===== src/rtl/hif_irq_pkg.sv =====
package hif_irq_pkg;
  localparam int NUM_CH  = 4;
  localparam int NUM_REQ = 5;
  localparam int CH_W    = $clog2(NUM_CH);

  typedef logic [NUM_REQ-1:0] req_vec_t;
  typedef logic [NUM_CH-1:0]  ch_vec_t;

  // Which request latches a host read on channel ch drops.
  function automatic req_vec_t clr_map(input int ch);
    req_vec_t m;
    m = '0;
    case (ch)
      0: m = 5'b00011;
      1: m = 5'b00100;
      2: m = 5'b01000;
      3: m = 5'b10000;
      default: m = '0;
    endcase
    return m;
  endfunction

  // Slave interrupt condition for a channel group.
  function automatic ch_vec_t ibf_request(input ch_vec_t full, input ch_vec_t en);
    return full & en;
  endfunction

  // Next latch state: sets merge in, clears override.
  function automatic req_vec_t latch_next(input req_vec_t cur, input req_vec_t set,
                                          input req_vec_t clr);
    return (cur | set) & ~clr;
  endfunction
endpackage


===== src/rtl/hif_rd_sync.sv =====
module hif_rd_sync #(
  parameter int STAGES = 2,
  parameter int NCH    = 4
) (
  input  logic           clk,
  input  logic           rst_n,
  input  logic [NCH-1:0] cs_n_in,
  input  logic           a0_in,
  input  logic           rd_n_in,
  output logic [NCH-1:0] cs_n_s,
  output logic           a0_s,
  output logic           rd_fall
);
  localparam int W = NCH + 2;

  logic [STAGES-1:0][W-1:0] pipe;
  logic                     rd_prev;
  logic [W-1:0]             last;

  always_ff @(posedge clk or negedge rst_n) begin
    if (!rst_n) begin
      for (int s = 0; s < STAGES; s++) pipe[s] <= {{NCH{1'b1}}, 1'b0, 1'b1};
    end else begin
      pipe[0] <= {cs_n_in, a0_in, rd_n_in};
      for (int s = 1; s < STAGES; s++) pipe[s] <= pipe[s-1];
    end
  end

  assign last = pipe[STAGES-1];

  always_ff @(posedge clk or negedge rst_n) begin
    if (!rst_n) rd_prev <= 1'b1;
    else        rd_prev <= last[0];
  end

  assign cs_n_s  = last[W-1:2];
  assign a0_s    = last[1];
  assign rd_fall = rd_prev & ~last[0];
endmodule


===== src/rtl/hif_clr_decode.sv =====
module hif_clr_decode
  import hif_irq_pkg::*;
(
  input  logic     rd_fall,
  input  logic     a0_s,
  input  ch_vec_t  cs_n_s,
  output req_vec_t clr_vec
);
  req_vec_t ch_clr [NUM_CH];

  for (genvar c = 0; c < NUM_CH; c++) begin : g_ch
    assign ch_clr[c] = (rd_fall && !a0_s && !cs_n_s[c]) ? clr_map(c) : '0;
  end

  always_comb begin
    clr_vec = '0;
    for (int c = 0; c < NUM_CH; c++) clr_vec = clr_vec | ch_clr[c];
  end
endmodule


===== src/rtl/hif_req_latch.sv =====
module hif_req_latch
  import hif_irq_pkg::*;
(
  input  logic     clk,
  input  logic     rst_n,
  input  req_vec_t set_vec,
  input  req_vec_t clr_vec,
  input  logic     dir_we,
  input  req_vec_t dir_data,
  output req_vec_t latch_q,
  output req_vec_t dir_q,
  output req_vec_t pin
);
  for (genvar j = 0; j < NUM_REQ; j++) begin : g_bit
    always_ff @(posedge clk or negedge rst_n) begin
      if (!rst_n) begin
        latch_q[j] <= 1'b0;
        dir_q[j]   <= 1'b0;
      end else begin
        latch_q[j] <= (latch_q[j] | set_vec[j]) & ~clr_vec[j];
        if (dir_we) dir_q[j] <= dir_data[j];
      end
    end
    assign pin[j] = latch_q[j] & dir_q[j];
  end
endmodule


===== src/rtl/hif_ibf_irq.sv =====
module hif_ibf_irq
  import hif_irq_pkg::*;
(
  input  logic    clk,
  input  logic    rst_n,
  input  ch_vec_t full,
  input  ch_vec_t en,
  output ch_vec_t irq
);
  always_ff @(posedge clk or negedge rst_n) begin
    if (!rst_n) irq <= '0;
    else        irq <= ibf_request(full, en);
  end
endmodule


===== src/rtl/hif_irq_ctrl.sv =====
module hif_irq_ctrl
  import hif_irq_pkg::*;
#(
  parameter int SYNC_STAGES = 2
) (
  input  logic         clk,
  input  logic         rst_n,
  input  logic [3:0]   host_cs_n,
  input  logic         host_a0,
  input  logic         host_rd_n,
  input  logic [3:0]   ibf_full,
  input  logic [3:0]   ibf_en,
  input  logic         fw_req_we,
  input  logic [4:0]   fw_req_data,
  input  logic         fw_dir_we,
  input  logic [4:0]   fw_dir_data,
  output logic [3:0]   slv_irq,
  output logic [4:0]   host_irq
);
  // Named internal events, observed by the bound checker.
  ch_vec_t  cs_n_s;
  logic     a0_s;
  logic     rd_fall;
  req_vec_t clr_vec;
  req_vec_t set_vec;
  req_vec_t latch_q;
  req_vec_t dir_q;

  assign set_vec = fw_req_we ? fw_req_data : '0;

  hif_rd_sync #(.STAGES(SYNC_STAGES), .NCH(NUM_CH)) u_sync (
    .clk(clk), .rst_n(rst_n),
    .cs_n_in(host_cs_n), .a0_in(host_a0), .rd_n_in(host_rd_n),
    .cs_n_s(cs_n_s), .a0_s(a0_s), .rd_fall(rd_fall)
  );

  hif_clr_decode u_dec (
    .rd_fall(rd_fall), .a0_s(a0_s), .cs_n_s(cs_n_s), .clr_vec(clr_vec)
  );

  hif_req_latch u_latch (
    .clk(clk), .rst_n(rst_n),
    .set_vec(set_vec), .clr_vec(clr_vec),
    .dir_we(fw_dir_we), .dir_data(fw_dir_data),
    .latch_q(latch_q), .dir_q(dir_q), .pin(host_irq)
  );

  hif_ibf_irq u_ibf (
    .clk(clk), .rst_n(rst_n), .full(ibf_full), .en(ibf_en), .irq(slv_irq)
  );
endmodule


===== config.mk =====
export PLATFORM = sky130hd
export DESIGN_NAME = hif_irq_ctrl
export DESIGN_NICKNAME = d
export VERILOG_FILES = /design/src/rtl/hif_irq_pkg.sv /design/src/rtl/hif_rd_sync.sv /design/src/rtl/hif_clr_decode.sv /design/src/rtl/hif_req_latch.sv /design/src/rtl/hif_ibf_irq.sv /design/src/rtl/hif_irq_ctrl.sv
export SDC_FILE = /design/constraint.sdc
export NUM_CORES = 1
export LEC_CHECK = 0
export ABC_AREA = 1
export CAP_MARGIN = 15
export CORE_AREA = 2 2 51 53
export DETAILED_ROUTE_END_ITERATION = 12
export DIE_AREA = 0 0 53 55
export PLACE_DENSITY_LB_ADDON = 0.2
export SETUP_SLACK_MARGIN = 0.4
export SLEW_MARGIN = 20
export SYNTH_ARGS = -nofsm -noshare
export SYNTH_HDL_FRONTEND = slang
export SYNTH_SLANG_ARGS = --single-unit

===== constraint.sdc =====
create_clock -name clk -period 1.25 [get_ports clk]
set_clock_uncertainty 0.2 [all_clocks]
set_input_delay 0.125 -clock clk [delete_from_list [all_inputs] [get_ports clk]]
set_output_delay 0.125 -clock clk [all_outputs]
set_load 0.02 [all_outputs]

==> results.cfg <==
[place]
dp_hpwl_mm = 1.114
port-buffer-count = 36
place_inst = 145
dpl_cell_area_um2 = 1340
gp_congestion = 0.5750

[clock_network]
cts.sinks = 27
cts_max_level = 1
cts_tree = yes
clk_latency_ps = 300
clockBufferDepth = 2
path_clk_slew_ps = 120
cts_buffers = 3
cts-root-buf = clkbuf_4

[floorplanning]
dieHeight_um = 55
fp.dieArea_um2 = 2915
pin_count = 37
row_count = 18
die_w_um = 53
initial_core_util_pct = 38.47
core_um2 = 2365

[grt]
first_global_vias = 555
overflow = 0
grt_pass1_wl_mm = 2.256
grt_util_all_layers_pct = 10.89
grt_max_degree = 28
antenna_found_initial = 0

[timing]
slew_headroom_pct = 87.51
min_period_ps = 1264
rsz0062_at_grt = true
tns_ps = -14.83
fmax_ghz = 0.7909
setup_viol = 3
worst-slew-pin-transition_ps = 186.8
whs_ps = -30.61
finalCritPeriodShare_pct = 101.2
maxSlewViolCount = 0
worst_slack_ps = -14.43
hold_viol = 21

[finish]
diodes = 0
utilization_pct = 60.26
syn_to_final_growth_pct = 56.67
nets = 151
post-route-cell-area_um2 = 1425
stdcell_count = 152
drive_gt1_share_pct = 28.69

[route]
drt_iter0_drc = 6
route.detailed.drc = 0
via_per_inst = 4.184
finalWirelength_mm = 1.478
first_pass_iters = 4
wl_per_cell_um = 9.724
ant_nets = 0
vias = 636

[yosys]
yosysSeqAreaShare_pct = 75.79
avgSynthCellArea_um2 = 11.66
syn_nets = 106
yosysWarnings = 0
synth_cell_type_count = 11
synthCells = 78
synthesis.area_um2 = 909.6
ys_ff_latch = 27

[outcome]
outcome = complete, but fails checks
violations = hold timing, setup timing

[run]
maxCapViolCount = 0

[power]
ir_drop_v = 0.0006742
leakage_nw = 0.6886
power_w = 0.001605
powerDensity_nw_per_um2 = 1127

[setup_path]
crit_chain = nand2_1 > inv_1 > buf_6
slowest_delay_ps = 420
crit_arrival_ps = 940
crit_start = u_latch.dir_q[4]
critical_path_class = reg2out
crit_required_ps = 930
cp_slowest_cell = dfrtp_1
r2r-start = u_sync.rd_prev
start_kind = register
cp_max_fo = 2
end_kind = output pin

[hold_path]
hold_path.class = in2reg
hp-start = fw_dir_we
worst paths after layout:
path                                      end  slack [ps]  depth (start not counted)
max in group asynchronous      u_sync.last[4]         650                          2
max reg2reg                u_latch.latch_q[2]         160                          3
min in group asynchronous    u_latch.dir_q[1]         -20                          2
min                          u_latch.dir_q[4]         -30                          3
max                               host_irq[4]         -10                          3
min reg2reg                    u_sync.last[5]         160                          0
report_power, final:
group          internal [W]  switching (W)
logic              0.000173       0.000119
clock network      0.000124       0.000215
registers          0.000947      0.0000269
layout make-up:
| cell class | count | area, um2 |
|---|---|---|
| Inverter | 16 | 60.06 |
| Sequential cell | 27 | 689.4 |
| Clock buffer | 4 | 26.28 |
| Tap cell | 30 | 37.54 |
| Timing Repair Buffer | 41 | 440.4 |
| Multi-Input combinational cell | 34 | 171.4 |
| Fill cell | 211 | 939.7 |
per-stage QoR:
stage	setup slack, ps	hold WS, ps
after detailed placement	-91.30	147.2
after CTS	-21.57	-30.86
after floorplan	193.9	-370.6
after global routing	-89.74	-37.12
final	-14.43	-30.61
after global placement	-74.34	132.5
flip-flops by register name, indices dropped and copies added, names as in the netlist:
signal	flops
u_ibf.irq	4
u_latch.dir_q	5
u_latch.latch_q	5
u_sync.last	6
u_sync.pipe	6
u_sync.rd_prev	1
cell families after synthesis:
group           count (synthesis)  share of synthesized area [%]
buf+inv                        17                          7.428
simple gates                   24                          10.87
flops                          27                          75.79
compound gates                 10                          5.915
Yosys cell counts:
master | instances | share of area (%)
inv_1 | 16 | 6.6
dfstp_2 | 11 | 32
nor2_1 | 8 | 3.3
nand3_2 | 1 | 1.1
o21ai_2 | 1 | 0.96
nand2_1 | 14 | 5.8
o21ai_1 | 4 | 2.2
a21oi_1 | 5 | 2.8
buf_4 | 1 | 0.83
dfrtp_1 | 16 | 44
nor2_2 | 1 | 0.69
per-layer routing:
metal	vias up	GRT usage, %	part of all wire, %
met3	2	2.688	11
met4	0	6.410	0.41
li1	316	-	-
met2	31	17.92	48
met5	-	0	0
met1	287	13.10	40
layout by cell type, fill, tap and decap left out:
cell	synthesis	final
clkdlybuf4s50_1	0	26
dfrtp_1	16	16
inv_1	16	14
nand2_1	14	14
dfstp_2	11	11
buf_6	0	10
nor2_1	8	7
a21oi_1	5	5
o21ai_1	4	3
clkbuf_4	0	3
inv_2	0	2
o21ai_2	1	2
buf_12	0	2
buf_4	1	2
nand3_4	0	1
nor2_4	0	1
nor2_2	1	1
clkbuf_1	0	1
dlymetal6s2s_1	0	1
timing repair:
item | 4_1_cts | 5_1_grt
pin swaps | 5 | 3
setup buffers | 1 | 2
endpoints found under the hold margin | 18 | 25
endpoints found under the setup margin | 14 | 15
gates resized for setup | 58 | 4
critical path, delay by kind of cell, from the launching register on:
kind / cells / cell delay [ps]
buf+inv: 2 / 160
flops: 1 / 420
simple gates: 1 / 60
Power figures use the tool's default switching activity.
